File: src/rtl/i2c_scl_pkg.sv
package i2c_scl_pkg;

  typedef enum logic [1:0] {
    PH_IDLE = 2'd0,
    PH_LOW  = 2'd1,
    PH_WAIT = 2'd2,
    PH_HIGH = 2'd3
  } scl_phase_e;

  // A programmed count below the floor is used as the floor itself.
  function automatic int unsigned raise_to_floor(input int unsigned value,
                                                 input int unsigned floor_v);
    return (value < floor_v) ? floor_v : value;
  endfunction

  // Number of cycles a phase lasts for an effective count.
  function automatic int unsigned phase_cycles(input int unsigned eff_count);
    return eff_count + 1;
  endfunction

endpackage

File: src/rtl/i2c_scl_cfg_reg.sv
module i2c_scl_cfg_reg #(
  parameter int unsigned FIELD_W = 8,
  parameter int unsigned RST_HI  = 2,
  parameter int unsigned RST_LO  = 4,
  localparam int unsigned REG_W  = 2 * FIELD_W
) (
  input  logic               clk,
  input  logic               rst_n,
  input  logic               we_i,
  input  logic [REG_W-1:0]   wdata_i,
  output logic [REG_W-1:0]   rdata_o,
  output logic [FIELD_W-1:0] hi_raw_o,
  output logic [FIELD_W-1:0] lo_raw_o
);

  logic [FIELD_W-1:0] hi_q;
  logic [FIELD_W-1:0] lo_q;

  always_ff @(posedge clk or negedge rst_n) begin
    if (!rst_n) begin
      hi_q <= FIELD_W'(RST_HI);
      lo_q <= FIELD_W'(RST_LO);
    end else if (we_i) begin
      hi_q <= wdata_i[REG_W-1:FIELD_W];
      lo_q <= wdata_i[FIELD_W-1:0];
    end
  end

  assign rdata_o  = {hi_q, lo_q};
  assign hi_raw_o = hi_q;
  assign lo_raw_o = lo_q;

endmodule

File: src/rtl/i2c_scl_clamp.sv
module i2c_scl_clamp #(
  parameter int unsigned W       = 8,
  parameter int unsigned FLOOR_V = 2
) (
  input  logic [W-1:0] raw_i,
  output logic [W-1:0] eff_o,
  output logic         raised_o
);

  // The arithmetic sits in a package function so that checks can restate it.
  assign eff_o    = W'(i2c_scl_pkg::raise_to_floor(32'(raw_i), FLOOR_V));
  assign raised_o = (32'(raw_i) < FLOOR_V);

endmodule

File: src/rtl/i2c_scl_sync.sv
module i2c_scl_sync #(
  parameter int unsigned STAGES = 2
) (
  input  logic clk,
  input  logic rst_n,
  input  logic line_i,
  output logic line_o
);

  if (STAGES == 0) begin : g_direct
    assign line_o = line_i;
  end else begin : g_chain
    logic [STAGES-1:0] chain_q;

    // An idle bus floats high, so the chain resets to ones.
    always_ff @(posedge clk or negedge rst_n) begin
      if (!rst_n) begin
        chain_q <= '1;
      end else begin
        chain_q <= (chain_q << 1) | STAGES'(line_i);
      end
    end

    assign line_o = chain_q[STAGES-1];
  end

endmodule

File: src/rtl/i2c_scl_phase_fsm.sv
module i2c_scl_phase_fsm #(
  parameter int unsigned W = 8
) (
  input  logic                    clk,
  input  logic                    rst_n,
  input  logic                    mst_en_i,
  input  logic                    run_i,
  input  logic                    scl_hi_i,
  input  logic [W-1:0]            hi_eff_i,
  input  logic [W-1:0]            lo_eff_i,
  output i2c_scl_pkg::scl_phase_e phase_o,
  output logic                    low_done_o,
  output logic                    high_done_o,
  output logic                    pull_low_o,
  output logic                    low_stb_o,
  output logic                    high_stb_o
);

  import i2c_scl_pkg::*;

  scl_phase_e   phase_q;
  scl_phase_e   phase_d;
  logic [W-1:0] cnt_q;
  logic [W-1:0] cnt_d;
  logic         start_req;
  logic         line_seen_high;

  // Greater-or-equal rather than equality: a count lowered by a write in
  // mid-phase still ends the phase instead of running past it.
  assign low_done_o     = (phase_q == PH_LOW)  && (cnt_q >= lo_eff_i);
  assign high_done_o    = (phase_q == PH_HIGH) && (cnt_q >= hi_eff_i);
  assign start_req      = (phase_q == PH_IDLE) && run_i;
  assign line_seen_high = (phase_q == PH_WAIT) && scl_hi_i;

  always_comb begin
    phase_d = phase_q;
    cnt_d   = cnt_q;
    if (!mst_en_i) begin
      phase_d = PH_IDLE;
      cnt_d   = '0;
    end else begin
      unique case (phase_q)
        PH_IDLE: begin
          if (start_req) begin
            phase_d = PH_LOW;
            cnt_d   = '0;
          end
        end
        PH_LOW: begin
          if (low_done_o) begin
            phase_d = PH_WAIT;
            cnt_d   = '0;
          end else begin
            cnt_d = cnt_q + W'(1);
          end
        end
        PH_WAIT: begin
          if (line_seen_high) begin
            phase_d = PH_HIGH;
            cnt_d   = '0;
          end
        end
        PH_HIGH: begin
          if (high_done_o) begin
            phase_d = run_i ? PH_LOW : PH_IDLE;
            cnt_d   = '0;
          end else begin
            cnt_d = cnt_q + W'(1);
          end
        end
        default: begin
          phase_d = PH_IDLE;
          cnt_d   = '0;
        end
      endcase
    end
  end

  always_ff @(posedge clk or negedge rst_n) begin
    if (!rst_n) begin
      phase_q <= PH_IDLE;
      cnt_q   <= '0;
    end else begin
      phase_q <= phase_d;
      cnt_q   <= cnt_d;
    end
  end

  assign phase_o    = phase_q;
  assign pull_low_o = (phase_q == PH_LOW);
  assign low_stb_o  = (phase_q == PH_LOW)  && (cnt_q == '0);
  assign high_stb_o = (phase_q == PH_HIGH) && (cnt_q == '0);

endmodule

File: src/rtl/i2c_scl_timer.sv
module i2c_scl_timer #(
  parameter int unsigned FIELD_W     = 8,
  parameter int unsigned HI_FLOOR    = 2,
  parameter int unsigned LO_FLOOR    = 4,
  parameter int unsigned SYNC_STAGES = 2,
  localparam int unsigned REG_W      = 2 * FIELD_W
) (
  input  logic             clk,
  input  logic             rst_n,
  input  logic             cfg_we,
  input  logic [REG_W-1:0] cfg_wdata,
  output logic [REG_W-1:0] cfg_rdata,
  input  logic             mst_en,
  input  logic             run,
  input  logic             scl_in,
  output logic             scl_pull_low,
  output logic             low_stb,
  output logic             high_stb
);

  logic [FIELD_W-1:0]      hi_raw_w;
  logic [FIELD_W-1:0]      lo_raw_w;
  logic [FIELD_W-1:0]      hi_eff_w;
  logic [FIELD_W-1:0]      lo_eff_w;
  logic                    hi_raised_w;
  logic                    lo_raised_w;
  logic                    scl_hi_w;
  logic                    low_done_w;
  logic                    high_done_w;
  i2c_scl_pkg::scl_phase_e phase_w;

  i2c_scl_cfg_reg #(
    .FIELD_W (FIELD_W),
    .RST_HI  (HI_FLOOR),
    .RST_LO  (LO_FLOOR)
  ) u_cfg (
    .clk      (clk),
    .rst_n    (rst_n),
    .we_i     (cfg_we),
    .wdata_i  (cfg_wdata),
    .rdata_o  (cfg_rdata),
    .hi_raw_o (hi_raw_w),
    .lo_raw_o (lo_raw_w)
  );

  i2c_scl_clamp #(.W(FIELD_W), .FLOOR_V(HI_FLOOR)) u_hi_clamp (
    .raw_i    (hi_raw_w),
    .eff_o    (hi_eff_w),
    .raised_o (hi_raised_w)
  );

  i2c_scl_clamp #(.W(FIELD_W), .FLOOR_V(LO_FLOOR)) u_lo_clamp (
    .raw_i    (lo_raw_w),
    .eff_o    (lo_eff_w),
    .raised_o (lo_raised_w)
  );

  i2c_scl_sync #(.STAGES(SYNC_STAGES)) u_sync (
    .clk    (clk),
    .rst_n  (rst_n),
    .line_i (scl_in),
    .line_o (scl_hi_w)
  );

  i2c_scl_phase_fsm #(.W(FIELD_W)) u_fsm (
    .clk         (clk),
    .rst_n       (rst_n),
    .mst_en_i    (mst_en),
    .run_i       (run),
    .scl_hi_i    (scl_hi_w),
    .hi_eff_i    (hi_eff_w),
    .lo_eff_i    (lo_eff_w),
    .phase_o     (phase_w),
    .low_done_o  (low_done_w),
    .high_done_o (high_done_w),
    .pull_low_o  (scl_pull_low),
    .low_stb_o   (low_stb),
    .high_stb_o  (high_stb)
  );

endmodule

File: config.mk
export PLATFORM = sky130hd
export DESIGN_NAME = i2c_scl_timer
export DESIGN_NICKNAME = d
export VERILOG_FILES = /design/src/rtl/i2c_scl_pkg.sv /design/src/rtl/i2c_scl_cfg_reg.sv /design/src/rtl/i2c_scl_clamp.sv /design/src/rtl/i2c_scl_sync.sv /design/src/rtl/i2c_scl_phase_fsm.sv /design/src/rtl/i2c_scl_timer.sv
export SDC_FILE = /design/constraint.sdc
export NUM_CORES = 1
export LEC_CHECK = 0
export ABC_AREA = 1
export CORE_UTILIZATION = 54
export CTS_BUF_LIST = sky130_fd_sc_hd__clkbuf_8
export CTS_CLUSTER_DIAMETER = 80
export DETAILED_ROUTE_END_ITERATION = 8
export HOLD_SLACK_MARGIN = 0.02
export PLACE_DENSITY = 0.83
export SLEW_MARGIN = 20
export SYNTH_ARGS = -nofsm -noshare
export SYNTH_HDL_FRONTEND = slang
export SYNTH_SLANG_ARGS = --single-unit
File: constraint.sdc
create_clock -name clk -period 2.33 [get_ports clk]
set_clock_uncertainty 0.05 [all_clocks]
set_input_delay 0.466 -clock clk [delete_from_list [all_inputs] [get_ports clk]]
set_output_delay 0.466 -clock clk [all_outputs]
set_load 0.05 [all_outputs]
==> results of run 1 <==
cells by family after synthesis:
kind of cell | count (synthesis) | synth area share [%]
muxes | 3 | 1.64
buffers and inverters | 54 | 12.2
DFF | 28 | 34.3
AOI/OAI and AO/OA | 22 | 6.20
adders and majority gates | 22 | 13.4
xor gates and xnor gates | 3 | 1.28
and+or+nand+nor | 131 | 31.0
layout by cell type, fill, tap and decap left out, drive strengths merged, types with 3 or more instances in the layout:
cell type,n
a21oi,7
buf,8
clkbuf,3
clkdlybuf4s50,37
dfrtp,24
dfstp,4
ha,22
inv,44
mux2,3
nand2,77
nand3,17
nand4,25
nor2,9
o21ai,13
cell type report:
class | count | share of cell area, %
flip-flops and latches | 28 | 26.4
clock buffers | 3 | 1.55
inverters | 46 | 6.66
well taps | 48 | 2.25
multi-input cells | 182 | 44.4
repair buffers | 45 | 17.5
clock inverters | 1 | 1.13
worst max-delay path, delay by kind of cell, from the launching register on:
family	cells	cell delay [ns]
flip-flops	1	0.42
adder cells (fa/ha/maj)	1	0.21
AO/OA/AOI/OAI	1	0.22
buffers and inverters	2	0.10
AND/OR/NAND/NOR	10	1.17
how the worst max path moves through the flow:
stage,startpoint,endpoint,slack [ns],cells after the start
after floorplan,u_cfg.lo_raw_o[7],u_fsm.phase_o[0],0.08,14
after global placement,u_cfg.lo_raw_o[6],u_fsm.phase_o[0],0.20,14
after detailed placement,u_cfg.lo_raw_o[7],u_fsm.phase_o[1],0.07,14
after CTS,u_cfg.lo_raw_o[7],u_fsm.phase_o[1],0.009,14
after global routing,u_cfg.hi_raw_o[5],u_fsm.phase_o[0],-0.02,14
final,u_cfg.lo_raw_o[5],u_fsm.phase_o[1],0.10,14
through the flow:
step,hold WS (ns),TNS [ns]
after floorplan,0.120,0
after global placement,0.297,0
after detailed placement,0.300,0
after CTS,0.315,0
after global routing,0.324,-0.0294
final,0.313,0
power by group through the flow:
| stage | clock [mW] | sequential (mW) | combinational, mW |
|---|---|---|---|
| finish | 0.392 | 0.611 | 0.835 |
| global route | 0.415 | 0.618 | 0.900 |
| CTS | 0.397 | 0.605 | 0.802 |
| detailed placement | 0 | 0.615 | 0.797 |
| global placement | 0 | 0.613 | 0.776 |
| floorplan | 0 | 0.690 | 0.440 |
state kept, by name (all words and copies together) (netlist names):
signal and count:
u_cfg.lo_raw_o 8, u_sync.g_chain.chain_q 2, u_cfg.hi_raw_o 8, u_fsm.phase_o 2, u_fsm.cnt_q 8
Yosys cell counts (3+ instances only):
cell type,instances
nand2_1,72
nor2_4,3
nand4_1,23
o21ai_0,13
ha_1,22
dfrtp_1,24
dfstp_2,4
nand3_1,17
nand2_2,5
a21oi_1,5
nor2_1,6
inv_2,5
inv_1,38
mux2_2,3
clkbuf_8,3
what timing repair did:
action / 4_1_cts / 5_1_grt
endpoints found under the setup margin: 0 / 10
hold buffers: 0 / 0
endpoints found under the hold margin: 0 / 0
resized for setup: 0 / 15
per-layer routing:
metal,global-route usage (%),up-vias,routed length [um]
li1,-,941,-
met2,45.5,64,2670
met5,0,-,0
met4,5.68,0,93
met1,33.3,898,2160
met3,3.93,8,250
==> results.json, run 1 <==
{
  "synth_cells": 263,
  "fin_crit_sh_pct": 95.6,
  "drive_gt1_share_pct": 17.0,
  "required_ns": 2.50,
  "multi_input_area_mm2": 0.00119,
  "grt_max_degree": 29,
  "fin_nets": 350,
  "area_growth_pct": 29.7,
  "post_cts_buffers": 0,
  "async_reset_ff_share_pct": 100,
  "final_core_util_pct": 72.9,
  "synth_top_area_share_pct": 29.2,
  "critPathCaptureType": "register",
  "synth_edf_count": 0,
  "dp.cells": 348,
  "synth_seq_area_share_pct": 34.3,
  "grt_overflow": 0,
  "wl_per_cell_um": 14.7,
  "critPathMaxFanout": 5,
  "maxCapViolations": 0,
  "grt_use_total_pct": 25.9,
  "fp.dieW_um": 63.7,
  "hold_violations": 0,
  "register_area_um2": 706,
  "min_period_ns": 2.23,
  "holdCritStartpoint": "u_sync.g_chain.chain_q[0]",
  "synthTopCellsByArea": "dfrtp_1 29%, ha_1 13%, nand2_1 13%",
  "route.detailed.drc": 0,
  "critical_path.most_common_cell": "nand2_1",
  "p_per_area_mw_per_mm2": 689,
  "insertion_delay_ns": 0.28,
  "start_kind": "register",
  "clock_power_share_pct": 21.3,
  "stdcell_area_mm2": 0.00267,
  "synth-main-ff-cell": "dfrtp_1",
  "dr.pass1.iters": 4,
  "avgSynthCellArea_um2": 7.83,
  "seq_power_share_pct": 33.3,
  "cts-htree-levels": 1,
  "outcome": "finished clean",
  "ioPinCount": 41,
  "finalMaxSlewViolations": 0,
  "power.switching_mw": 0.744,
  "die_y_um": 63.7,
  "first_iter_violations": 117,
  "core_mm2": 0.00366,
  "p_int_mw": 1.09,
  "slew_headroom_pct": 62.3,
  "sw_frac_of_total_pct": 40.5,
  "synth_fp_nets": 307,
  "leakage_nw": 1.35,
  "grt_pass1_vias": 1839,
  "cts_buffer_depth": 2,
  "yosys_register_bits": 28,
  "dpl-instance-area_mm2": 0.00251,
  "reg2reg_from": "u_cfg.lo_raw_o[5]",
  "yosys.area.top_type": "dfrtp_1",
  "wl_um": 5180,
  "routed-via-count": 1911,
  "tightest_slew_ns": 0.564,
  "reg2reg_setup_slack_ns": 0.10,
  "dp_hpwl_um": 3620,
  "nFillCells": 276,
  "cts_tree": "done",
  "clockRootBuffer": "clkbuf_8",
  "gp_congestion": 0.886,
  "viasPerCell": 5.41,
  "whs_endpoint": "u_sync.g_chain.chain_q[1]",
  "cts_made_buffers": 3,
  "fin_cells": 353,
  "antenna_found_initial": 0,
  "vdd_drop_max_mv": 0.455,
  "dp_slack_ns": 0.0737,
  "antenna_left": 0,
  "cts.clk_slew.worst_paths_ns": 0.10,
  "port_buffers": 40,
  "worstRegToRegCells": 14,
  "antenna_cells": 0,
  "row_count": 22,
  "crit_type": "register to register",
  "critical_path.cell_chain": "nor4_2 > nand3_1 > nand2_1 > inv_2 > ha_4 > nand2_2 > inv_2 > nand2_2 > nand2_4 > a21oi_4 > nand4_2 > nand3_2 > nand2_1 > nand2_1",
  "crit_slowest_cell": "dfrtp_1",
  "fmax_mhz": 449,
  "pwr-share-comb_pct": 45.4,
  "initial_core_util_pct": 56.2,
  "total_power_mw": 1.84,
  "grt_pass1_wl_um": 8160,
  "yosysUniqueCellTypes": 31,
  "hold_depth": 0,
  "hp-class": "register to register",
  "r2r-end": "u_fsm.phase_o[1]",
  "finalSetupViolCount": 0,
  "synth-warning-count": 0,
  "die_area_mm2": 0.00406,
  "finalWorstSetupSlack_ns": 0.102,
  "critPathMaxStageDelay_ns": 0.42,
  "worstPathArrival_ns": 2.40,
  "clock-sinks": 28,
  "syn_area_mm2": 0.00206
}
Note: power is estimated with default switching activity, not from simulation.
==> inputs of run 2 (changes only) <==
Settings changed: CORE_MARGIN set to 5, PLACE_DENSITY 0.83 to 0.89.
==> run 2 against run 1 <==
Net effect: global-route usage down 5.8 points; register-to-register slack worse by 0.04 ns; power up 1.7%; routed wire length up 14%; worst setup slack worse by 0.042 ns; die area up 27%; critical path depth down 1; sequential power about the same; combinational power up 3.5%; via count up 6.5%; sequential share of layout area down 0.44 points; non-clock buffer count up 3; critical endpoint unchanged; largest cell class unchanged; largest power group unchanged; highest routed layer unchanged.
==> results.json, run 2 (synthesis results as in run 1) <==
{
  "wl_um": 5920,
  "hold_buffers": 0,
  "rsz0062_at_grt": "yes",
  "gp_congestion": 0.868,
  "antenna_left": 0,
  "row_count": 22,
  "tightest_slew_ns": 0.602,
  "critPathCaptureType": "register",
  "vdd_drop_max_mv": 0.398,
  "grt_overflow": 0,
  "fin_nets": 354,
  "p_per_area_mw_per_mm2": 689,
  "clockRootBuffer": "clkbuf_8",
  "critPathMaxFanout": 5,
  "sw_frac_of_total_pct": 41.0,
  "clock-sinks": 28,
  "setup_tns_ns": 0,
  "final_cell_mix": "69 x nand2_1, 37 x clkdlybuf4s50_1, 33 x inv_1",
  "power.switching_mw": 0.768,
  "cts.clk_slew.worst_paths_ns": 0.10,
  "slew_headroom_pct": 59.7,
  "insertion_delay_ns": 0.29,
  "viasPerCell": 5.70,
  "seq_power_share_pct": 32.6,
  "dp_hpwl_um": 3720,
  "reg2reg_setup_slack_ns": 0.06,
  "finalMaxSlewViolations": 0,
  "hold_violations": 0,
  "drive_gt1_share_pct": 18.8,
  "leakage_nw": 1.39,
  "start_kind": "register",
  "port_buffers": 40,
  "core_mm2": 0.00369,
  "worstPathArrival_ns": 2.44,
  "first_iter_violations": 188,
  "grt_pass1_wl_um": 8250,
  "finalSetupViolCount": 0,
  "pwr-share-comb_pct": 46.2,
  "dr.pass1.iters": 4,
  "whs_ns": 0.314,
  "layout_commonest_cell": "nand2_1",
  "clock_power_share_pct": 21.2,
  "ioPinCount": 41,
  "dp.cells": 348,
  "antenna_cells": 0,
  "grt_pass1_vias": 1916,
  "fin_cells": 357,
  "crit_type": "register to register",
  "wl_per_cell_um": 16.6,
  "dpl-instance-area_mm2": 0.00251,
  "fmax_mhz": 441,
  "grt_max_degree": 29,
  "route.detailed.drc": 0,
  "cts_tree": "done",
  "finalWorstSetupSlack_ns": 0.0599,
  "dp_slack_ns": 0.0994,
  "fin_crit_sh_pct": 97.4,
  "min_period_ns": 2.27,
  "cts-htree-levels": 1,
  "die_area_mm2": 0.00515,
  "antenna_found_initial": 0,
  "cts_buffer_depth": 2,
  "stdcell_area_mm2": 0.00271,
  "fp.dieW_um": 71.7,
  "routed-via-count": 2035,
  "maxCapViolations": 0,
  "area_growth_pct": 31.9,
  "cts_made_buffers": 3,
  "hp-class": "register to register",
  "initial_core_util_pct": 55.8,
  "p_int_mw": 1.10,
  "die_y_um": 71.7,
  "outcome": "finished clean",
  "required_ns": 2.50,
  "grt_use_total_pct": 20.1
}
==> run 2: power by group through the flow <==
stage	Combinational [mW]	Clock, mW	Sequential, mW
floorplan	0.440	0	0.690
global route	0.919	0.420	0.617
finish	0.864	0.396	0.610
CTS	0.801	0.399	0.602
global placement	0.772	0	0.611
detailed placement	0.796	0	0.612
==> run 2: area by class of cell <==
class,instances,area (um2)
inverter,46,178
sequential,28,706
tap,48,60.1
clock inverter,1,30.0
timing repair buffer,48,490
fill,249,975
multi-input combinational,183,1210
clock buffer,3,41.3
==> run 2: final timing paths <==
path                                           start                        end  cells after the start
setup / recovery                   u_cfg.lo_raw_o[5]           u_fsm.phase_o[1]                     13
setup reg to reg                   u_cfg.lo_raw_o[5]           u_fsm.phase_o[1]                     13
max in group asynchronous                      rst_n  u_sync.g_chain.chain_q[1]                      2
hold / removal             u_sync.g_chain.chain_q[0]  u_sync.g_chain.chain_q[1]                      0
hold reg to reg            u_sync.g_chain.chain_q[0]  u_sync.g_chain.chain_q[1]                      0
min in group asynchronous                      rst_n          u_cfg.hi_raw_o[0]                      2
==> run 2: critical path: stages, from the launching register on <==
cell,delay (ns)
dfrtp_1,0.42
nor4_2,0.32
nand3_1,0.17
nand2_1,0.14
ha_4,0.22
nand2_1,0.06
nand2_1,0.06
nand2_2,0.08
nand2_4,0.07
a21oi_4,0.24
nand4_4,0.13
nand3_2,0.11
nand2_1,0.07
nand2_1,0.07
==> run 2: metal layers <==
layer / wire length [um] / global-route usage, % / up-vias / share of wire [%]
li1: - / - / 959 / -
met1: 2180 / 22.8 / 957 / 37
met2: 3220 / 37.2 / 102 / 55
met3: 344 / 2.38 / 17 / 5.8
met4: 165 / 8.98 / 0 / 2.8
met5: 0 / 0 / - / 0
==> run 2: timing repair <==
item,CTS,global route
setup buffers,0,3
gates resized for setup,0,20
setup endpoints to repair,0,10
==> run 2: per-stage QoR <==
| step | power [mW] | utilization [%] |
|---|---|---|
| floorplan | 1.13 | - |
| global placement | 1.38 | 68.2 |
| detailed placement | 1.41 | 68.2 |
| CTS | 1.80 | 70.1 |
| global route | 1.96 | 73.6 |
| finish | 1.87 | 73.6 |
